`config.mk`:
```
export PLATFORM = sky130hd
export DESIGN_NAME = mem_tap
export DESIGN_NICKNAME = d
export VERILOG_FILES = /design/src/rtl/mem_tap_pkg.sv /design/src/rtl/tap_fsm.sv /design/src/rtl/tap_shreg.sv /design/src/rtl/tap_decode.sv /design/src/rtl/mem_tap.sv
export SDC_FILE = /design/constraint.sdc
export NUM_CORES = 1
export LEC_CHECK = 0
export BUFFER_PORTS_ARGS = -buffer_cell sky130_fd_sc_hd__buf_2
export CORE_UTILIZATION = 60
export CTS_CLUSTER_SIZE = 14
export DETAILED_ROUTE_END_ITERATION = 10
export PLACE_DENSITY = 0.82
export SYNTH_ARGS = -nofsm -noshare
export SYNTH_HDL_FRONTEND = slang
export SYNTH_HIERARCHICAL = 1
export SYNTH_SLANG_ARGS = --single-unit
```
`constraint.sdc`:
```
create_clock -name tck_i -period 4.4 [get_ports tck_i]
set_clock_uncertainty 0.2 [all_clocks]
set_input_delay 0.44 -clock tck_i [delete_from_list [all_inputs] [get_ports tck_i]]
set_output_delay 0.44 -clock tck_i [all_outputs]
set_load 0.02 [all_outputs]
```
`src/rtl/mem_tap_pkg.sv`:
```
package mem_tap_pkg;
  typedef enum logic [3:0] {
    TAP_TLR, TAP_RTI, TAP_SEL_DR, TAP_CAP_DR, TAP_SH_DR, TAP_EX1_DR, TAP_PAU_DR, TAP_EX2_DR,
    TAP_UPD_DR, TAP_SEL_IR, TAP_CAP_IR, TAP_SH_IR, TAP_EX1_IR, TAP_PAU_IR, TAP_EX2_IR, TAP_UPD_IR
  } tap_state_e;

  localparam int IR_W = 3;
  typedef logic [IR_W-1:0] instr_t;

  localparam instr_t OP_EXTEST  = 3'b000;
  localparam instr_t OP_IDCODE  = 3'b001;
  localparam instr_t OP_SAMPLEZ = 3'b010;
  localparam instr_t OP_SAMPLE  = 3'b100;
  localparam instr_t OP_BYPASS  = 3'b111;

  typedef enum logic [1:0] {SEL_BYP, SEL_ID, SEL_BSR} dr_sel_e;
endpackage

```
`src/rtl/tap_fsm.sv`:
```
module tap_fsm
  import mem_tap_pkg::*;
(
  input  logic       tck_i,
  input  logic       rst_ni,
  input  logic       tms_i,
  output tap_state_e state_o
);
  tap_state_e nxt;

  always_comb begin
    nxt = state_o;
    unique case (state_o)
      TAP_TLR:    nxt = tms_i ? TAP_TLR    : TAP_RTI;
      TAP_RTI:    nxt = tms_i ? TAP_SEL_DR : TAP_RTI;
      TAP_SEL_DR: nxt = tms_i ? TAP_SEL_IR : TAP_CAP_DR;
      TAP_CAP_DR: nxt = tms_i ? TAP_EX1_DR : TAP_SH_DR;
      TAP_SH_DR:  nxt = tms_i ? TAP_EX1_DR : TAP_SH_DR;
      TAP_EX1_DR: nxt = tms_i ? TAP_UPD_DR : TAP_PAU_DR;
      TAP_PAU_DR: nxt = tms_i ? TAP_EX2_DR : TAP_PAU_DR;
      TAP_EX2_DR: nxt = tms_i ? TAP_UPD_DR : TAP_SH_DR;
      TAP_UPD_DR: nxt = tms_i ? TAP_SEL_DR : TAP_RTI;
      TAP_SEL_IR: nxt = tms_i ? TAP_TLR    : TAP_CAP_IR;
      TAP_CAP_IR: nxt = tms_i ? TAP_EX1_IR : TAP_SH_IR;
      TAP_SH_IR:  nxt = tms_i ? TAP_EX1_IR : TAP_SH_IR;
      TAP_EX1_IR: nxt = tms_i ? TAP_UPD_IR : TAP_PAU_IR;
      TAP_PAU_IR: nxt = tms_i ? TAP_EX2_IR : TAP_PAU_IR;
      TAP_EX2_IR: nxt = tms_i ? TAP_UPD_IR : TAP_SH_IR;
      TAP_UPD_IR: nxt = tms_i ? TAP_SEL_DR : TAP_RTI;
      default:    nxt = TAP_TLR;
    endcase
  end

  always_ff @(posedge tck_i or negedge rst_ni) begin
    if (!rst_ni) state_o <= TAP_TLR;
    else         state_o <= nxt;
  end
endmodule

```
`src/rtl/tap_shreg.sv`:
```
module tap_shreg #(
  parameter int W = 8
) (
  input  logic         tck_i,
  input  logic         rst_ni,
  input  logic         cap_i,
  input  logic         shift_i,
  input  logic [W-1:0] cap_val_i,
  input  logic         si_i,
  output logic [W-1:0] q_o
);
  if (W == 1) begin : g_one
    always_ff @(posedge tck_i or negedge rst_ni) begin
      if (!rst_ni)      q_o <= '0;
      else if (cap_i)   q_o <= cap_val_i;
      else if (shift_i) q_o <= si_i;
    end
  end else begin : g_multi
    // serial in at MSB, out from LSB
    always_ff @(posedge tck_i or negedge rst_ni) begin
      if (!rst_ni)      q_o <= '0;
      else if (cap_i)   q_o <= cap_val_i;
      else if (shift_i) q_o <= {si_i, q_o[W-1:1]};
    end
  end
endmodule

```
`src/rtl/tap_decode.sv`:
```
module tap_decode
  import mem_tap_pkg::*;
(
  input  instr_t  ir_i,
  output dr_sel_e sel_o,
  output logic    odis_o
);
  always_comb begin
    sel_o  = SEL_BYP;
    odis_o = 1'b0;
    case (ir_i)
      OP_EXTEST, OP_SAMPLEZ: begin
        sel_o  = SEL_BSR;
        odis_o = 1'b1;
      end
      OP_SAMPLE: sel_o = SEL_BSR;
      OP_IDCODE: sel_o = SEL_ID;
      default:   sel_o = SEL_BYP;  // bypass and reserved codes
    endcase
  end
endmodule

```
`src/rtl/mem_tap.sv`:
```
module mem_tap
  import mem_tap_pkg::*;
#(
  parameter int         BSR_W  = 54,
  parameter logic [3:0] REV_P  = 4'h0,
  parameter logic [5:0] RSVD_P = 6'h00
) (
  input  logic             tck_i,
  input  logic             rst_ni,
  input  logic             tms_i,
  input  logic             tdi_i,
  input  logic [BSR_W-1:0] bsr_capture_i,
  output logic             tdo_o,
  output logic             tdo_en_o,
  output logic             out_disable_o
);
  localparam int          ID_W       = 32;
  localparam logic [4:0]  DEPTH_CODE = 5'b00111;
  localparam logic [4:0]  WIDTH_CODE = 5'b00011;
  localparam logic [10:0] VENDOR     = 11'b00011100100;
  localparam logic [ID_W-1:0] ID_WORD = {REV_P, DEPTH_CODE, WIDTH_CODE, RSVD_P, VENDOR, 1'b1};
  localparam instr_t      IR_CAPTURE = 3'b001;

  tap_state_e state_q;
  instr_t     ir_q;
  logic [IR_W-1:0]  ir_sh;
  logic [0:0]       byp_q;
  logic [ID_W-1:0]  id_q;
  logic [BSR_W-1:0] bsr_q;
  dr_sel_e    sel;
  logic       cap_dr, sh_dr, cap_ir, sh_ir, tdo_nxt;

  tap_fsm u_fsm (
    .tck_i  (tck_i),
    .rst_ni (rst_ni),
    .tms_i  (tms_i),
    .state_o(state_q)
  );

  assign cap_dr = (state_q == TAP_CAP_DR);
  assign sh_dr  = (state_q == TAP_SH_DR);
  assign cap_ir = (state_q == TAP_CAP_IR);
  assign sh_ir  = (state_q == TAP_SH_IR);

  tap_shreg #(.W(IR_W)) u_ir_sh (
    .tck_i(tck_i), .rst_ni(rst_ni), .cap_i(cap_ir), .shift_i(sh_ir),
    .cap_val_i(IR_CAPTURE), .si_i(tdi_i), .q_o(ir_sh)
  );

  always_ff @(posedge tck_i or negedge rst_ni) begin
    if (!rst_ni)                    ir_q <= OP_IDCODE;
    else if (state_q == TAP_TLR)    ir_q <= OP_IDCODE;
    else if (state_q == TAP_UPD_IR) ir_q <= ir_sh;
  end

  tap_decode u_dec (
    .ir_i  (ir_q),
    .sel_o (sel),
    .odis_o(out_disable_o)
  );

  tap_shreg #(.W(1)) u_byp (
    .tck_i(tck_i), .rst_ni(rst_ni), .cap_i(cap_dr && sel == SEL_BYP),
    .shift_i(sh_dr && sel == SEL_BYP), .cap_val_i(1'b0), .si_i(tdi_i), .q_o(byp_q)
  );

  tap_shreg #(.W(ID_W)) u_id (
    .tck_i(tck_i), .rst_ni(rst_ni), .cap_i(cap_dr && sel == SEL_ID),
    .shift_i(sh_dr && sel == SEL_ID), .cap_val_i(ID_WORD), .si_i(tdi_i), .q_o(id_q)
  );

  tap_shreg #(.W(BSR_W)) u_bsr (
    .tck_i(tck_i), .rst_ni(rst_ni), .cap_i(cap_dr && sel == SEL_BSR),
    .shift_i(sh_dr && sel == SEL_BSR), .cap_val_i(bsr_capture_i), .si_i(tdi_i), .q_o(bsr_q)
  );

  always_comb begin
    if (sh_ir) tdo_nxt = ir_sh[0];
    else begin
      case (sel)
        SEL_ID:  tdo_nxt = id_q[0];
        SEL_BSR: tdo_nxt = bsr_q[0];
        default: tdo_nxt = byp_q[0];
      endcase
    end
  end

  always_ff @(negedge tck_i or negedge rst_ni) begin
    if (!rst_ni) begin
      tdo_o    <= 1'b0;
      tdo_en_o <= 1'b0;
    end else begin
      tdo_o    <= tdo_nxt;
      tdo_en_o <= sh_dr || sh_ir;
    end
  end
endmodule

```
== After elaboration in Yosys (flattened, before gate mapping) ==
Cells that the tools add are included.
W data, S select, Z words.
Word-level totals
  flip-flop bits (word level): 99
  logic and storage cells: 75
Cells by class
  eq/ne operators: 20
  mux-type cells: 27
  reductions and logical operators: 20
Operator list (count)
  $mux W54: 2
  $mux W32: 2
  $pmux W4 S12: 1
  $eq A4 B4 Y1 const B: 8
  $mux W3: 6
  $eq A4 B3 Y1 const B: 4
  $mux W4: 4
  $reduce_bool A2 Y1: 5
  $eq A4 B2 Y1 const B: 2
  $mux W1: 7
  $logic_and A1 B1 Y1: 6
  $mux W2: 3
  $reduce_or A2 Y1: 3
  $reduce_or A3 Y1: 2
  $eq A4 B1 Y1 const B: 1
  $logic_not A4 Y1: 1
  $pmux W2 S2: 1
  $eq A3 B1 Y1 const B: 1
  $eq A3 B2 Y1 const B: 1
  $eq A3 B3 Y1 const B: 1
  $logic_not A3 Y1: 1
  $eq A2 B1 Y1 const B: 1
  $eq A2 B2 Y1 const B: 1
  $logic_not A2 Y1: 1
  2 further kinds: 2

== Depth between registers and ports, before layout ==
Gate-level depths: netlist (run 1).
  depth in word-level cells: 7
  gate-level depth with buffers: 9

== By module ==
Netlist (run 1), hierarchy kept.
Modules (own cells, without submodules)
  tap_shreg (u_bsr): instances 1, cells each 234, area an instance 2518.7 µm², seq. area each 1351.3 µm²
  tap_shreg (u_id): instances 1, cells each 139, area an instance 1515.2 µm², seq. area each 800.8 µm²
  mem_tap: instances 1, cells each 42, area an instance 379.1 µm², seq. area each 126.4 µm²
  tap_fsm: instances 1, cells each 37, area an instance 314.1 µm², seq. area each 100.1 µm²
  tap_shreg (u_ir_sh): instances 1, cells each 12, area an instance 131.4 µm², seq. area each 75.1 µm²
  tap_shreg (u_byp): instances 1, cells each 4, area an instance 43.8 µm², seq. area each 25.0 µm²
  tap_decode: instances 1, cells each 3, area an instance 21.3 µm², seq. area each 0.0 µm²

==> results of run 1 <==
==> logic make-up after synthesis <==
logic type	synth area share, %
other cells	0.1525
flops	50.34
fa+ha+maj	0.7625
simple gates	11.72
mux	18.53
compound gates	12.33
buf+inv	6.175
==> cell type report <==
type,instances,share of cell area (%)
Sequential cell,99,45.50
Multi-Input combinational cell,368,41.75
Timing Repair Buffer,65,6.293
Clock buffer,10,2.343
Tap cell,102,2.343
Clock inverter,6,1.355
Inverter,6,0.4134
==> layout by cell type, fill, tap and decap left out, types with 2 or more instances in the layout <==
cell type / instances
o21ai_1: 80
dfrtp_1: 96
buf_2: 59
and3_1: 2
mux2i_1: 90
nor2_1: 5
o22ai_1: 3
clkbuf_8: 9
buf_4: 5
conb_1: 36
nand2_1: 92
nor3_1: 3
or2_2: 2
and2_2: 3
o21ai_0: 9
inv_1: 6
dfrtn_1: 2
and2b_2: 2
ha_1: 3
and2_1: 2
clkinvlp_4: 2
a21oi_1: 10
o21ai_2: 4
==> metal layers <==
metal	up-vias	GRT usage [%]	part of all wire, %
met5	-	0	0
met4	0	7.422	1.2
met3	8	4.269	3.4
met2	68	37.59	48
met1	1593	27.35	47
li1	1745	-	-
==> worst min-delay path by stage <==
stage                            startpoint            end  slack (ns)
after global routing      bsr_capture_i[39]  u_bsr/q_o[39]        0.08
after CTS                 bsr_capture_i[15]  u_bsr/q_o[15]        0.06
final                     bsr_capture_i[15]  u_bsr/q_o[15]        0.08
after detailed placement             rst_ni  u_bsr/q_o[16]        0.25
after global placement               rst_ni  u_bsr/q_o[16]        0.24
after floorplan                      rst_ni        ir_q[1]       -0.06
==> through the flow <==
stage	setup WS, ns	std cells	utilization (%)	total power [mW]
6_report	0.1831	656	69.42	3.281
5_1_grt	0.07433	656	69.42	3.544
4_1_cts	0.1747	656	69.42	3.305
3_5_place_dp	0.2188	639	66.73	2.705
3_3_place_gp	0.2952	639	66.73	2.611
2_1_floorplan	0.3608	505	-	2.484
==> repair_timing <==
action,CTS,global route
hold endpoints to repair,36,0
hold buffers,1,0
endpoints found under the setup margin,0,0
==> power by group through the flow <==
stage	Clock [mW]	Combinational [mW]	Sequential [mW]
finish	0.596	1.09	1.59
global route	0.645	1.25	1.65
CTS	0.612	1.10	1.60
detailed placement	0	1.09	1.61
global placement	0	1.02	1.59
floorplan	0	0.933	1.55
==> flip-flops by register name, summed over array words and instances, names as in the netlist <==
signal         count
ir_q               3
tdo_en_o           1
tdo_o              1
u_bsr/q_o         54
u_byp/q_o          1
u_fsm/state_o      4
u_id/q_o          32
u_ir_sh/q_o        3
==> tightest hold or removal path: stages <==
cell and delay, ns:
buf_2 0.07, nand2_1 0.05, o21ai_2 0.05
==> metrics.md, run 1 <==
| Metric | Value |
|---|---|
| Status | `complete, no violations` |
| Initial antenna violation count | `0` |
| Initial core utilization | `between 60 and 70%` |
| Synth top area share | `48.79%` |
| CTS Buf Count | `9` |
| Psw | `1.160 mW` |
| Final hold slack | `roughly 0.078 ns` |
| Placed Area | `5236 um2` |
| Critical path endpoint category | `flip-flop` |
| Routed wire length | `8578 um` |
| I/O Pins | `61` |
| Initial DRC count | `between 150 and 200` |
| Vias/cell | `5.204` |
| Reg2reg start | `ir_q[0]` |
| Reg area | `roughly 2500 um2` |
| Final HPWL DP | `about 5600 um` |
| Syn Inst Count | `471` |
| Crit start category | `flip-flop` |
| Worst EP arrival | `2.00 ns` |
| Drt pass-1 iters | `4` |
| Hold path cells | `3` |
| Synth async-reset ratio | `100.0%` |
| Post-synth top cells | `dfrtp_1, nand2_1, mux2i_1, o21ai_1` |
| Synth Cell Area | `4923 um2` |
| Reg2reg end | `tdo_o` |
| Die footprint | `8572 um2` |
| Hold Path Class | `input pin to flip-flop` |
| Combinational Power Share | `33.3%` |
| H-Tree Depth | `3` |
| Worst Setup EP | `tdo_o` |
| Top post-synthesis cells by area | `dfrtp_1, mux2i_1, o21ai_1` |
| Area of the multi-input gates | `between 2000 and 2500 um2` |
| Worst-path clk slew | `0.10 ns` |
| Number of synthesized flops with an enable pin | `0` |
| Cell taking the most area after synthesis | `dfrtp_1` |
| PwrDens | `602.3 nW/um2` |
| Sw Share | `35.35%` |
| Yosys warns | `6` |
| Crit path max-delay family | `flip-flops` |
| Core Area | `7848 um2` |
| Crit-path cells | `nor3b_2, inv_1, ha_1, a22oi_1, a21oi_1, mux2_1` |
| Final Max Slew Viols | `0` |
| Register area share after synthesis | `50.34%` |
| Horiz. Die Dim | `approximately 90 um` |
| Pint | `2.121 mW` |
| Avg Inst Size Synth | `10.45 um2` |
| Total GRT Usage | `21.77%` |
| # nets final | `610` |
| Clock Power Share | `between 10% and 20%` |
| Hold Fails Final Rpt | `0` |
| Drt wl/cell | `roughly 13 um` |
| GRT Residual Overflow | `0` |
| CTS Buffer Depth | `2` |
| Worst-Margin Slew | `1.030 ns` |
| CP Buf/Inv Count | `1` |
| Clk root buf | `clkbuf_8` |
| Crit-path max cell delay | `0.57 ns` |
| Fillers | `590` |
| Slew headroom | `a little under a third` |
| Die height | `around 90 um` |
| Post-cts resize count | `0` |
| Post-synth cell types | `47` |
| CTS tree | `done` |
| Seq pwr share | `48.5%` |
| Leak | `2.082 nW` |
| Req. time, crit path | `2.18 ns` |
| Cell with the most instances after synthesis | `dfrtp_1` |
| DRC errors left | `0` |
| Setup Buffers After CTS | `0` |
| CP Launch Point | `ir_q[0]` |
| Crit path max-delay cell type | `dfstp_2` |
| Final Cell Area | `5448 um2` |
| Rows | `32` |
| Diode count | `0` |
| Routability cong. | `0.7856` |
| Share of cells above drive strength 1 | `between 15 and 20%` |
| Maximum VDD drop | `0.0003083 V` |
| RSZ-0062 raised after global routing | `false` |
| Largest net degree at the start of global routing | `109` |
| Insertion delay to the later sink of the worst-skew pair | `0.36 ns` |
| First-pass GRT wire length | `14750 um` |
| Ys flop type | `dfrtp_1` |
| Clk sinks | `99` |
| Register-to-Register Path Depth | `6` |
| Seq cells post-synth | `99` |
| Number of max-cap violations | `0` |
| Antenna Violating Nets Remaining | `0` |
| FF-to-FF setup slack | `~0.18 ns` |
| Area growth, synth to finish | `10.65%` |
| CP Class | `flip-flop to flip-flop` |
| Setup TNS | `0 ns` |
| Vias | `3414` |
| CP Max Fanout | `4` |
| Final Setup Violations | `0` |
| WP depth | `6` |
| IO buf count | `60` |
| Vias in the first global route | `roughly 3400` |
Note: power is estimated with default switching activity, not from simulation.
==> run 2: changes to the inputs <==
--- a/config.mk
+++ b/config.mk
@@ -9,8 +9,8 @@
 export CORE_UTILIZATION = 60
 export CTS_CLUSTER_SIZE = 14
 export DETAILED_ROUTE_END_ITERATION = 10
+export HOLD_SLACK_MARGIN = 0.08
 export PLACE_DENSITY = 0.82
 export SYNTH_ARGS = -nofsm -noshare
 export SYNTH_HDL_FRONTEND = slang
-export SYNTH_HIERARCHICAL = 1
 export SYNTH_SLANG_ARGS = --single-unit
==> metrics.md, run 2 <==
| Metric | Value |
|---|---|
| Status | `complete, no violations` |
| FF-to-FF setup slack | `0.35 ns (+0.16 ns)` |
| Number of max-cap violations | `0 (unchanged)` |
| Final Setup Violations | `0 (unchanged)` |
| Final Cell Area | `5399 um2 (-0.90%)` |
| Placed Area | `5196 um2 (-0.76%)` |
| Seq cells post-synth | `99 (unchanged)` |
| H-Tree Depth | `3 (unchanged)` |
| Crit-path max cell delay | `0.57 ns (about the same)` |
| Initial core utilization | `62.53% (-0.21 points)` |
| Setup TNS | `0 ns (unchanged)` |
| Largest net degree at the start of global routing | `56 (-49%)` |
| Total GRT Usage | `21.38% (-0.39 points)` |
| Clk root buf | `clkbuf_8` |
| Largest family of logic cells by synthesized area | `multiplexers` |
| Rows | `32 (unchanged)` |
| Critical path endpoint category | `flip-flop` |
| Worst-Margin Slew | `1.109 ns (+0.07957 ns)` |
| Top post-synthesis cells by area | `dfrtp_1, mux2_2, mux2_1` |
| I/O Pins | `61 (unchanged)` |
| DP Cell Count | `527 (-18%)` |
| Worst-path clk slew | `0.09 ns (about the same)` |
| Initial DRC count | `143 (-21%)` |
| Post-synth top cells | `mux2_2, dfrtp_1, nand2_1, nor2_1, inv_1` |
| Layout Utilization | `69.51% (+0.087 points)` |
| Synth top area share | `49.46% (+0.67 points)` |
| Vias/cell | `5.491 (+5.5%)` |
| Ys flop type | `dfrtp_1` |
| Hold Path Class | `input pin to flip-flop` |
| Most common cell after layout, fill and taps aside | `mux2_2` |
| RSZ-0062 raised after global routing | `false` |
| CTS Buffer Depth | `2 (unchanged)` |
| Synthesized Nets | `447` |
| Fillers | `568 (-3.7%)` |
| Syn Inst Count | `386 (-18%)` |
| Req. time, crit path | `2.19 ns (about the same)` |
| Synth async-reset ratio | `100.0% (unchanged)` |
| Pwr Total | `3.015 mW (-8.1%)` |
| Core Area | `7767 um2 (-1.0%)` |
| Diode count | `0 (unchanged)` |
| Area growth, synth to finish | `11.15%` |
| Number of synthesized flops with an enable pin | `0 (unchanged)` |
| Largest register FFs | `54 (unchanged)` |
| CTS Buf Count | `9 (unchanged)` |
| Avg Inst Size Synth | `12.58 um2 (+20%)` |
| Fin cells | `544 (-17%)` |
| Maximum VDD drop | `0.0005232 V (+70%)` |
| Leak | `2.768 nW (+33%)` |
| Drt wl/cell | `14.97 um (+14%)` |
| Insertion delay to the later sink of the worst-skew pair | `0.36 ns (about the same)` |
| Share of cells above drive strength 1 | `44.34% (+27 points)` |
| IO buf count | `60 (unchanged)` |
| Hold Fails Final Rpt | `0 (unchanged)` |
| CTS tree | `done` |
| Post-cts resize count | `0 (unchanged)` |
| Routability cong. | `0.7644 (-2.7%)` |
| Clk sinks | `99 (unchanged)` |
| Horiz. Die Dim | `91.98 um (-0.66%)` |
| Routed wire length | `8142 um (-5.1%)` |
| Synth Cell Area | `4857 um2 (-1.3%)` |
| Crit path max-delay family | `flip-flops` |
| CP Buf/Inv Count | `1 (unchanged)` |
| Regs by FF count | `u_bsr.q_o x54, u_id.q_o x32, u_fsm.state_o x4` |
| Worst EP arrival | `1.84 ns (-0.16 ns)` |
| Final Max Slew Viols | `0 (unchanged)` |
| PwrDens | `558.5 nW/um2 (-7.3%)` |
| Cell taking the most area after synthesis | `dfrtp_1` |
| Crit start category | `flip-flop` |
| Area share of and/or/nand/nor cells after synthesis | `6.878% (-4.8 points)` |
| Yosys warns | `0 (-6)` |
| Cell with the most instances after synthesis | `mux2_2` |
| DRC errors left | `0 (unchanged)` |
| Synth Area in Adders | `0.7728% (+0.010 points)` |
| Area of the multi-input gates | `2175 um2 (-4.4%)` |
| Most frequent cells in the layout | `mux2_2, dfrtp_1, buf_2` |
| Synth Area in Compound Gates | `3.890% (-8.4 points)` |
| Vias | `2987 (-13%)` |
| Initial antenna violation count | `0 (unchanged)` |
| Vias in the first global route | `3108 (-7.5%)` |
| Final HPWL DP | `5318 um (-5.5%)` |
| XOR/XNOR Fraction of Synth Area | `0.1803% (+0.18 points)` |
| Die footprint | `8459 um2 (-1.3%)` |
| Slew headroom | `25.85% (-5.5 points)` |
| First-pass GRT wire length | `14120 um (-4.2%)` |
| CP Max Fanout | `5 (+1)` |
| Die height | `91.98 um (-0.66%)` |
| Biggest register | `u_bsr.q_o` |
| Crit path max-delay cell type | `dfstp_2` |
| Post-synth cell types | `45 (-4.3%)` |
| Register area share after synthesis | `51.03% (+0.69 points)` |
| Crit-path cells | `a21o_1, inv_1, ha_1, a22oi_1, a21oi_1, mux2_2` |
| Reg area | `2479 um2 (unchanged)` |
| Antenna Violating Nets Remaining | `0 (unchanged)` |
| GRT Residual Overflow | `0 (unchanged)` |
| CP Class | `flip-flop to flip-flop` |
| Mux contribution to synthesized area | `32.72% (+14 points)` |
| # nets final | `498 (-18%)` |
| Drt pass-1 iters | `4 (unchanged)` |
-- run 2: changes by cell type after synthesis, sizes merged, moves of 6 or more --
cell	before	now
buf	24	18
mux2	1	126
o21ai	93	4
inv	6	20
nand2	93	25
mux2i	90	17
nor2	5	22
-- run 2: per-stage QoR --
step	hold slack (ns)	worst slack [ns]
4_1_cts	0.1458	0.3318
3_5_place_dp	0.06532	0.3719
3_3_place_gp	0.06461	0.4222
6_report	0.1565	0.3458
5_1_grt	0.1669	0.2716
2_1_floorplan	-0.05559	0.4675
-- run 2: worst paths after layout --
check	from	end	depth (start not counted)
hold reg to reg	u_id.q_o[28]	u_id.q_o[28]	1
setup reg to reg	ir_q[0]	tdo_o	6
setup / recovery	ir_q[0]	tdo_o	6
max in group asynchronous	rst_ni	tdo_en_o	2
min in group asynchronous	rst_ni	u_fsm.state_o[3]	2
hold / removal	tdi_i	u_ir_sh.q_o[2]	3
-- run 2: routing by layer --
| layer | vias to the layer above | wire length (um) | part of all wire [%] | global-route usage [%] |
|---|---|---|---|---|
| met5 | - | 0 | 0 | 0 |
| li1 | 1443 | - | - | - |
| met3 | 11 | 262 | 3.2 | 3.151 |
| met2 | 59 | 4033 | 50 | 36.07 |
| met4 | 0 | 145 | 1.8 | 9.896 |
| met1 | 1474 | 3700 | 45 | 27.26 |
-- run 2: cell families after synthesis --
logic type / count (synthesis)
adders and majority gates: 3
xor gates and xnor gates: 1
and+or+nand+nor: 68
buffers and inverters: 46
DFF: 99
muxes: 143
AOI/OAI and AO/OA: 26
-- run 2: timing repair --
| item | in CTS | in global routing |
|---|---|---|
| setup buffers | 0 | 0 |
| hold buffers | 1 | 0 |
| endpoints found under the hold margin | 42 | 0 |
-- run 2: power breakdown --
part | internal (mW) | switching [mW]
sequential | 1.16 | 0.195
combinational | 0.593 | 0.499
clock | 0.233 | 0.337
total | 1.98 | 1.03
-- run 2: layout make-up --
type / instances / area share, %
timing repair buffer: 66 / 6.489
clock inverter: 6 / 1.020
clock buffer: 10 / 2.549
sequential: 99 / 45.91
multi-input combinational: 241 / 40.28
inverter: 20 / 1.390
tap: 102 / 2.364
-- run 2: worst min-delay path: stages --
cell	delay, ns
buf_2	0.11
nand2_1	0.05
o21ai_0	0.07
